## config.mk

```make
export PLATFORM = sky130hd
export DESIGN_NAME = period_dev_meter
export DESIGN_NICKNAME = d
export VERILOG_FILES = /design/src/rtl/pdm_pkg.sv /design/src/rtl/pdm_edge_sync.sv /design/src/rtl/pdm_timebase.sv /design/src/rtl/pdm_interval.sv /design/src/rtl/pdm_stats.sv /design/src/rtl/period_dev_meter.sv
export SDC_FILE = /design/constraint.sdc
export NUM_CORES = 1
export LEC_CHECK = 0
export BUFFER_PORTS_ARGS = -buffer_cell sky130_fd_sc_hd__buf_2
export CAP_MARGIN = 30
export CORE_MARGIN = 3
export CORE_UTILIZATION = 38
export DETAILED_ROUTE_END_ITERATION = 8
export SYNTH_ARGS = -nofsm -noshare
export SYNTH_HDL_FRONTEND = slang
export SYNTH_SLANG_ARGS = --single-unit
```

## constraint.sdc

```tcl
create_clock -name clk -period 3.95 [get_ports clk]
set_clock_uncertainty 0.1 [all_clocks]
set_input_delay 0.395 -clock clk [delete_from_list [all_inputs] [get_ports clk]]
set_output_delay 0.395 -clock clk [all_outputs]
set_load 0.03 [all_outputs]
```

## src/rtl/pdm_pkg.sv

```systemverilog
package pdm_pkg;
  typedef enum logic {
    CAP_EMPTY = 1'b0,
    CAP_ARMED = 1'b1
  } cap_state_e;

  localparam int unsigned PDM_SYNC_STAGES = 2;
endpackage

```

## src/rtl/pdm_edge_sync.sv

```systemverilog
module pdm_edge_sync #(
  parameter int unsigned STAGES = 2
) (
  input  logic clk,
  input  logic rst_n,
  input  logic async_in,
  output logic rise_o
);
  localparam int unsigned TOP = STAGES;

  // STAGES synchronizing flops plus one history flop for the edge detector
  logic [TOP:0] shreg;

  always_ff @(posedge clk or negedge rst_n) begin
    if (!rst_n) shreg <= '0;
    else        shreg <= {shreg[TOP-1:0], async_in};
  end

  assign rise_o = shreg[TOP-1] & ~shreg[TOP];
endmodule

```

## src/rtl/pdm_timebase.sv

```systemverilog
module pdm_timebase #(
  parameter int unsigned W = 32
) (
  input  logic         clk,
  input  logic         rst_n,
  output logic [W-1:0] count_o
);
  always_ff @(posedge clk or negedge rst_n) begin
    if (!rst_n) count_o <= '0;
    else        count_o <= count_o + 1'b1;
  end
endmodule

```

## src/rtl/pdm_interval.sv

```systemverilog
module pdm_interval
  import pdm_pkg::*;
#(
  parameter int unsigned W           = 32,
  parameter int unsigned NOM_DEFAULT = 10_000_000
) (
  input  logic         clk,
  input  logic         rst_n,
  input  logic         cap_i,
  input  logic [W-1:0] stamp_i,
  input  logic         nom_wr,
  input  logic [W-1:0] nom_in,
  input  logic         stat_clr,
  input  logic         dev_ready,
  output logic         dev_valid,
  output logic [W-1:0] dev_value,
  output logic         overrun,
  output logic         accept_o,
  output logic         drop_o,
  output logic         primed_o
);
  localparam logic [W-1:0] NOM_RST = W'(NOM_DEFAULT);

  function automatic logic [W-1:0] elapsed(input logic [W-1:0] cur, input logic [W-1:0] prv);
    return cur - prv;
  endfunction

  function automatic logic [W-1:0] deviation(input logic [W-1:0] el, input logic [W-1:0] nom);
    return el - nom;
  endfunction

  cap_state_e   st_q;
  logic [W-1:0] prev_q;
  logic [W-1:0] nom_q;
  logic         sample_evt;

  assign sample_evt = cap_i && (st_q == CAP_ARMED);
  assign accept_o   = dev_valid && dev_ready;
  assign drop_o     = sample_evt && dev_valid && !dev_ready;
  assign primed_o   = (st_q == CAP_ARMED);

  always_ff @(posedge clk or negedge rst_n) begin
    if (!rst_n) nom_q <= NOM_RST;
    else if (nom_wr) nom_q <= nom_in;
  end

  always_ff @(posedge clk or negedge rst_n) begin
    if (!rst_n) begin
      st_q   <= CAP_EMPTY;
      prev_q <= '0;
    end else if (cap_i) begin
      st_q   <= CAP_ARMED;
      prev_q <= stamp_i;
    end
  end

  always_ff @(posedge clk or negedge rst_n) begin
    if (!rst_n) begin
      dev_valid <= 1'b0;
      dev_value <= '0;
    end else if (sample_evt && !drop_o) begin
      dev_valid <= 1'b1;
      dev_value <= deviation(elapsed(stamp_i, prev_q), nom_q);
    end else if (accept_o) begin
      dev_valid <= 1'b0;
    end
  end

  always_ff @(posedge clk or negedge rst_n) begin
    if (!rst_n)        overrun <= 1'b0;
    else if (stat_clr) overrun <= 1'b0;
    else if (drop_o)   overrun <= 1'b1;
  end
endmodule

```

## src/rtl/pdm_stats.sv

```systemverilog
module pdm_stats #(
  parameter int unsigned W      = 32,
  parameter int unsigned ACC_W  = 48,
  parameter int unsigned SAMP_W = 32
) (
  input  logic              clk,
  input  logic              rst_n,
  input  logic              accept_i,
  input  logic [W-1:0]      value_i,
  input  logic              clr_i,
  output logic [SAMP_W-1:0] count_o,
  output logic [ACC_W-1:0]  sum_o
);
  localparam int unsigned EXT = ACC_W - W;

  function automatic logic [ACC_W-1:0] sext(input logic [W-1:0] v);
    return {{EXT{v[W-1]}}, v};
  endfunction

  always_ff @(posedge clk or negedge rst_n) begin
    if (!rst_n) begin
      count_o <= '0;
      sum_o   <= '0;
    end else if (clr_i) begin
      count_o <= '0;
      sum_o   <= '0;
    end else if (accept_i) begin
      count_o <= count_o + 1'b1;
      sum_o   <= sum_o + sext(value_i);
    end
  end
endmodule

```

## src/rtl/period_dev_meter.sv

```systemverilog
module period_dev_meter #(
  parameter int unsigned CNT_W       = 32,
  parameter int unsigned ACC_W       = 48,
  parameter int unsigned SAMP_W      = 32,
  parameter int unsigned NOM_DEFAULT = 10_000_000,
  parameter int unsigned SYNC_STAGES = pdm_pkg::PDM_SYNC_STAGES
) (
  input  logic              clk,
  input  logic              rst_n,
  input  logic              sig_in,
  input  logic              nom_wr,
  input  logic [CNT_W-1:0]  nom_in,
  input  logic              stat_clr,
  input  logic              dev_ready,
  output logic              dev_valid,
  output logic [CNT_W-1:0]  dev_value,
  output logic              overrun,
  output logic [SAMP_W-1:0] sample_count,
  output logic [ACC_W-1:0]  dev_sum
);
  // named internal events, observed by the bound checker
  logic             cap_evt;
  logic [CNT_W-1:0] stamp;
  logic             accept;
  logic             drop;
  logic             primed;

  pdm_edge_sync #(.STAGES(SYNC_STAGES)) u_sync (
    .clk(clk), .rst_n(rst_n), .async_in(sig_in), .rise_o(cap_evt)
  );

  pdm_timebase #(.W(CNT_W)) u_tb (
    .clk(clk), .rst_n(rst_n), .count_o(stamp)
  );

  pdm_interval #(.W(CNT_W), .NOM_DEFAULT(NOM_DEFAULT)) u_int (
    .clk(clk), .rst_n(rst_n), .cap_i(cap_evt), .stamp_i(stamp),
    .nom_wr(nom_wr), .nom_in(nom_in), .stat_clr(stat_clr),
    .dev_ready(dev_ready), .dev_valid(dev_valid), .dev_value(dev_value),
    .overrun(overrun), .accept_o(accept), .drop_o(drop), .primed_o(primed)
  );

  pdm_stats #(.W(CNT_W), .ACC_W(ACC_W), .SAMP_W(SAMP_W)) u_stats (
    .clk(clk), .rst_n(rst_n), .accept_i(accept), .value_i(dev_value),
    .clr_i(stat_clr), .count_o(sample_count), .sum_o(dev_sum)
  );
endmodule

```

==> out/metrics.csv, run 1 <==
stage;metric;value;unit
grt;grt_usage;0.189;
worst_setup_path;arrival;3770;ps
grt;grt_max_degree;122;
cts;cts_tree;done;
timing;worst_pin_slew;942;ps
detailed_routing;drt-total-wl;36700;um
floorplan;coreArea;35100;sq um
worst_setup_path;path_class;reg2reg;
placement;io_buffers;151;
cts;cts_sinks;214;
yosys;synth_warnings;0;
status;status;complete, no violations;
timing;hold_viol_final;0;
detailed_routing;vias_per_cell;5.28;
yosys;syn_inst;1554;
timing;min_period;3470;ps
detailed_routing;num_vias;11600;
cts;cts.path.max_buffers;3;
timing;timing.fmax;0.288;GHz
placement;placed_area;14900;sq um
cts;cts_max_level;1;
placement;gp_congestion;0.878;
floorplan;num_io_pins;152;
worst_setup_path;start_kind;register;
power;power.leakage;7.72;nW
grt;grt_pass1_vias;11300;
power;max-vdd-ir-drop;0.000300;V
yosys;netlist_area;13700;sq um
floorplan;die_h;196;um
timing;period_share;0.879;
floorplan;die_area;38400;sq um
yosys;synth.distinct_cells;68;
job;maxCapViolCount;0;
yosys;synth_seq_cells;214;
detailed_routing;drt_iter0_drc;681;
yosys;ys_seq_area_frac;0.391;
cts;clk_pin_slew;60;ps
timing;relSlewSlack;0.372;
detailed_routing;drt-wirelength-per-cell;16.8;um
placement;dpl.hpwl;27500;um
timing;setup_violations;0;
layout;fin_area;16200;sq um
timing;tns;0;ps
timing;final_max_slew_viol_count;0;
worst_setup_path;endpoint_kind;register;
floorplan;placementRows;68;
worst_hold_path;hold_class;in2reg;
layout;drive_gt1_frac;0.140;
worst_setup_path;cp_max_fo;7;
worst_setup_path;required;4250;ps
grt;antenna_found_initial;1;
cts;clock_latency;540;ps
floorplan;fp.dieW;196;um
grt;grt_pass1_wl;60100;um
yosys;avgSynthCellArea;8.83;sq um
detailed_routing;post-route-drc-count;0;
yosys;async_flop_share;1.00;
yosys;synth_edf_count;0;
power;powerDensity;494;nW/um^2
grt;grt.overflow.total;0;
detailed_routing;antenna_left;0;
yosys;syn_nets;1706;
floorplan;initial_utilization;0.392;
layout;nets;1865;
layout;area_growth;17.7;%
cts;cts-root-buf;clkbuf_16;
detailed_routing;dr.pass1.iters;5;
yosys;yosys_most_used_dff;dfrtp_1;
cts;cts_made_buffers;26;
power;finalPower;7.98;mW
timing;rsz0062_at_grt;false;
layout;fillerInstances;3465;
## path summary, 6_finish.rpt
check | depth (start not counted) | start | slack, ps | endpoint
max | 11 | u_tb.count_o[16] | 480 | u_int.dev_value[31]
min | 3 | nom_in[15] | 30 | u_int.nom_q[15]
max reg2reg | 11 | u_tb.count_o[16] | 480 | u_int.dev_value[31]
min reg2reg | 0 | u_sync.shreg[0] | 250 | u_sync.shreg[1]
max in group asynchronous | 3 | rst_n | 2420 | u_stats.sum_o[41]
min in group asynchronous | 2 | rst_n | 430 | u_int.nom_q[5]
## per-stage QoR
step / hold WS [ps] / util / cells / setup WS [ps]
global route: 33.3 / 0.461 / 2189 / 196
detailed placement: 236 / 0.426 / 2108 / 476
global placement: 241 / 0.426 / 2108 / 541
CTS: 0.0620 / 0.461 / 2188 / 447
finish: 34.9 / 0.461 / 2189 / 478
floorplan: -0.591 / - / 1554 / 788
## sequential cells by signal (all words and copies together) (netlist names)
| signal | cells |
|---|---|
| u_int.nom_q | 32 |
| u_stats.count_o | 32 |
| u_stats.sum_o | 48 |
| u_tb.count_o | 32 |
| u_int.dev_value | 32 |
| u_int.dev_valid | 1 |
| u_int.prev_q | 32 |
| u_int.primed_o | 1 |
| u_int.overrun | 1 |
| u_sync.shreg | 3 |
## synthesized netlist by cell type (all sizes together) (3+ instances only)
library cell  number  share of area
or3                8         0.0036
o21ai            146          0.053
o211ai            13         0.0075
nand2b            10         0.0046
buf               11         0.0036
a31oi             15         0.0068
xnor2             66          0.042
nor3              17         0.0066
and2              12         0.0055
clkbuf            57          0.016
xor2              52          0.033
a211oi            12         0.0069
nor2b             14         0.0064
nor3b              3         0.0020
nand3             46          0.017
and3              27          0.012
fa                32          0.047
dfstp              8          0.015
o21a               7         0.0038
o2111ai            4         0.0026
ha                82          0.075
o31a               3         0.0019
dfrtp            206           0.38
o31ai             10         0.0055
and4               7         0.0045
inv               86          0.024
or2                9         0.0041
or4                3         0.0016
a311o              4         0.0029
a221oi             5         0.0032
nand2            247          0.068
a211o              3         0.0019
a21oi            115          0.043
nand4             29          0.014
a21boi             3         0.0016
o21bai            13         0.0071
a22o               3         0.0019
nor4               4         0.0018
nor2              87          0.024
a21o              48          0.026
nor4b              4         0.0026
## report_power, final
group / switching, mW / internal (mW) / leakage (nW)
registers: 0.238 / 2.42 / 2.82
clock network: 0.954 / 1.49 / 0.427
logic: 1.88 / 0.997 / 4.48
total: 3.07 / 4.90 / 7.72
## critical path, stage by stage, from the launching register on
cell       delay (ps)
dfrtp_1           470
fa_1              510
ha_1              410
a21o_1            190
a21o_1            170
a21oi_1           190
nor2_1             60
a2111oi_0         530
a21oi_1           150
a211oi_1          290
xnor2_1           170
o21ai_0            90
## cell usage in the layout (no fill, tap or decap), types with 28 or more instances in the layout
| master | count |
|---|---|
| inv_1 | 86 |
| ha_1 | 82 |
| a21oi_1 | 112 |
| buf_2 | 150 |
| a21o_1 | 48 |
| dlygate4sd3_1 | 32 |
| nor2_1 | 87 |
| nand2_1 | 245 |
| nand4_1 | 28 |
| fa_1 | 32 |
| xor2_1 | 52 |
| o21ai_0 | 143 |
| dfrtp_1 | 206 |
| nand3_1 | 45 |
| xnor2_1 | 66 |
## layout make-up
type	instances	area [sq um]	area share
Antenna cell	1	2.50	0.000155
Multi-Input combinational cell	1186	7790	0.482
Clock inverter	9	103	0.00635
Sequential cell	214	5370	0.332
Timing Repair Buffer	199	1220	0.0754
Clock buffer	39	781	0.0483
Inverter	86	323	0.0200
Tap cell	455	569	0.0352
## cells by family after synthesis
| logic type | share of synthesized area |
|---|---|
| xor+xnor | 0.0753 |
| buf+inv | 0.0427 |
| fa+ha+maj | 0.121 |
| flops | 0.391 |
| compound gates | 0.187 |
| simple gates | 0.180 |
| mux | 0.00237 |
## layer usage
metal	vias up	track usage	routed length [um]
met2	217	0.309	16900
li1	5742	-	-
met1	5552	0.265	17100
met5	-	0	0
met3	57	0.0232	1470
met4	0	0.0591	1120
## timing repair
action	4_1_cts	5_1_grt
hold buffers	32	0
gates resized for setup	0	0
setup buffers	0	0
hold endpoints to repair	143	0
Note: power is estimated with default switching activity, not from simulation.
==> inputs of run 2 (changes only) <==
--- a/config.mk
+++ b/config.mk
@@ -5,11 +5,12 @@
 export SDC_FILE = /design/constraint.sdc
 export NUM_CORES = 1
 export LEC_CHECK = 0
-export BUFFER_PORTS_ARGS = -buffer_cell sky130_fd_sc_hd__buf_2
 export CAP_MARGIN = 30
+export CORE_ASPECT_RATIO = 0.75
 export CORE_MARGIN = 3
 export CORE_UTILIZATION = 38
 export DETAILED_ROUTE_END_ITERATION = 8
+export DONT_BUFFER_PORTS = 1
 export SYNTH_ARGS = -nofsm -noshare
 export SYNTH_HDL_FRONTEND = slang
 export SYNTH_SLANG_ARGS = --single-unit
==> out/metrics.csv, run 2 (synthesis gave the netlist of run 1 again) <==
stage;metric;value;unit;change
layout;largest-register;u_stats.sum_o;;
layout;n_antenna_cell;0;;-1
worst_setup_path;required;4330;ps;+80 ps
timing;rsz0062_at_grt;false;;
floorplan;fp.dieW;225;um;+15%
cts;post_cts_resized;0;;unchanged
layout;fillerInstances;3450;;-0.43%
detailed_routing;post-route-drc-count;0;;unchanged
power;powerDensity;509;nW/um^2;+3.1%
grt;antenna_found_initial;0;;-1
detailed_routing;drt_iter0_drc;1007;;+48%
detailed_routing;dr.pass1.iters;5;;unchanged
worst_setup_path;cp_slowest_cell;ha_1;;
layout;nets;1723;;-7.6%
timing;relSlewSlack;0.362;;-0.0103
timing;worst_pin_slew;953;ps;+12.0 ps
layout;layout_common_cells;244 x nand2_1, 206 x dfrtp_1, 143 x o21ai_0;;
placement;io_buffers;0;;-100%
worst_setup_path;ff2ff_setup_slack;390;ps;-90 ps
timing;hold_viol_final;214;;+214
placement;placed_area;14200;sq um;-4.9%
floorplan;die_h;171;um;-13%
detailed_routing;num_vias;11300;;-2.5%
detailed_routing;drt-total-wl;38700;um;+5.5%
floorplan;coreArea;35100;sq um;+0.24%
layout;area.sequential;5370;sq um;unchanged
layout;fin_cells;2047;;-6.5%
cts;cts_made_buffers;25;;-3.8%
worst_hold_path;hold_class;in2async;;
detailed_routing;drt-wirelength-per-cell;18.9;um;+13%
cts;cts.path.max_buffers;3;;unchanged
status;violations;hold timing;;
timing;setup_violations;0;;unchanged
worst_setup_path;cp_slowest_stage_delay;540;ps;about the same
timing;hold_ws;-547;ps;-582 ps
floorplan;num_io_pins;152;;unchanged
layout;largest_reg_flops;48;;unchanged
worst_setup_path;crit_chain;ha_1 > a21oi_1 > o21a_1 > o2111a_1 > a21oi_2 > a21oi_2 > o31a_1 > o31a_1 > or4_1 > nand3_1;;
power;max-vdd-ir-drop;0.000268;V;-10%
cts;cts-root-buf;clkbuf_16;;
worst_setup_path;path_class;reg2reg;;
status;status;finished with violations;;
worst_setup_path;r2r-end;u_stats.sum_o[44];;
grt;grt_pass1_wl;62100;um;+3.2%
cts;clock_latency;550;ps;about the same
cts;cts_hold_buffers;37;;+16%
layout;area_growth;12.7;%;
cts;cts_sinks;214;;unchanged
floorplan;die_area;38500;sq um;about the same
worst_setup_path;reg2reg_depth;10;;-1
cts;clk_pin_slew;60;ps;about the same
detailed_routing;antenna_left;0;;unchanged
layout;drive_gt1_frac;0.0623;;-0.0774
floorplan;placementRows;59;;-13%
worst_setup_path;arrival;3940;ps;+170 ps
timing;period_share;0.901;;+0.0224
grt;grt_usage;0.200;;+0.0106
cts;cts_max_level;1;;unchanged
floorplan;initial_utilization;0.391;;-0.000948
layout;mostFrequentLayoutCell;nand2_1;;
placement;place_inst;1964;;-6.8%
worst_setup_path;endpoint_kind;register;;
grt;grt_max_degree;215;;+76%
placement;gp_congestion;0.911;;+3.7%
timing;min_period;3560;ps;+88.6 ps
worst_setup_path;r2r-start;u_stats.sum_o[13];;
job;maxCapViolCount;0;;unchanged
timing;timing.fmax;0.281;GHz;-2.5%
grt;grt_pass1_vias;10800;;-4.7%
worst_setup_path;start_kind;register;;
layout;fin_area;15500;sq um;-4.2%
cts;cts_tree;done;;
detailed_routing;vias_per_cell;5.51;;+4.3%
grt;grt.overflow.total;0;;unchanged
timing;tns;0;ps;unchanged
placement;dpl.hpwl;28800;um;+4.4%
layout;multi_input_area;7800;sq um;about the same
power;power.leakage;7.03;nW;-9.0%
worst_setup_path;cp_max_fo;8;;+1
cts;post_cts_buffers;0;;unchanged
timing;final_max_slew_viol_count;0;;unchanged
-- run 2: worst max-delay path by stage --
stage	from	cells after the start	slack [ps]	end
2_1_floorplan	u_tb.count_o[16]	12	790	u_int.dev_value[27]
6_report	u_stats.sum_o[13]	10	390	u_stats.sum_o[44]
5_1_grt	u_tb.count_o[16]	11	40	u_int.dev_value[31]
3_5_place_dp	u_int.dev_value[1]	10	450	u_stats.sum_o[46]
4_1_cts	u_int.dev_value[1]	10	420	u_stats.sum_o[46]
3_3_place_gp	u_tb.count_o[16]	11	450	u_int.dev_value[31]
-- run 2: per-layer routing --
metal,vias to the layer above,GRT usage,share of wire,wire [um]
met3,35,0.0401,0.063,2440
met5,-,0,0,0
met4,0,0.0334,0.015,569
met1,5467,0.319,0.52,20000
met2,328,0.280,0.40,15600
li1,5453,-,-,-
-- run 2: worst max-delay path, delay by kind of cell (launching register included) --
family | cells | cell delay [ps]
AND/OR/NAND/NOR | 2 | 530
flip-flops | 1 | 520
adder cells (fa/ha/maj) | 1 | 540
AO/OA/AOI/OAI | 7 | 1780
-- run 2: cell type report --
| type | count | share of cell area |
|---|---|---|
| clock buffers | 34 | 0.0452 |
| clock inverters | 12 | 0.00979 |
| inverters | 86 | 0.0209 |
| multi-input cells | 1186 | 0.504 |
| flip-flops and latches | 214 | 0.347 |
| well taps | 457 | 0.0370 |
| repair buffers | 58 | 0.0364 |
-- run 2: power by group --
part           switching [mW]  internal [mW]
Clock                   0.986           1.44
Sequential              0.581           2.41
Combinational            1.54          0.917
Total                    3.11           4.77
-- run 2: per-stage QoR --
step | total power, mW | util | worst slack, ps
6_report | 7.87 | 0.440 | 389
3_3_place_gp | 5.40 | 0.405 | 452
3_5_place_dp | 5.40 | 0.405 | 455
2_1_floorplan | 4.67 | - | 788
5_1_grt | 8.34 | 0.440 | 40.7
4_1_cts | 7.92 | 0.440 | 423
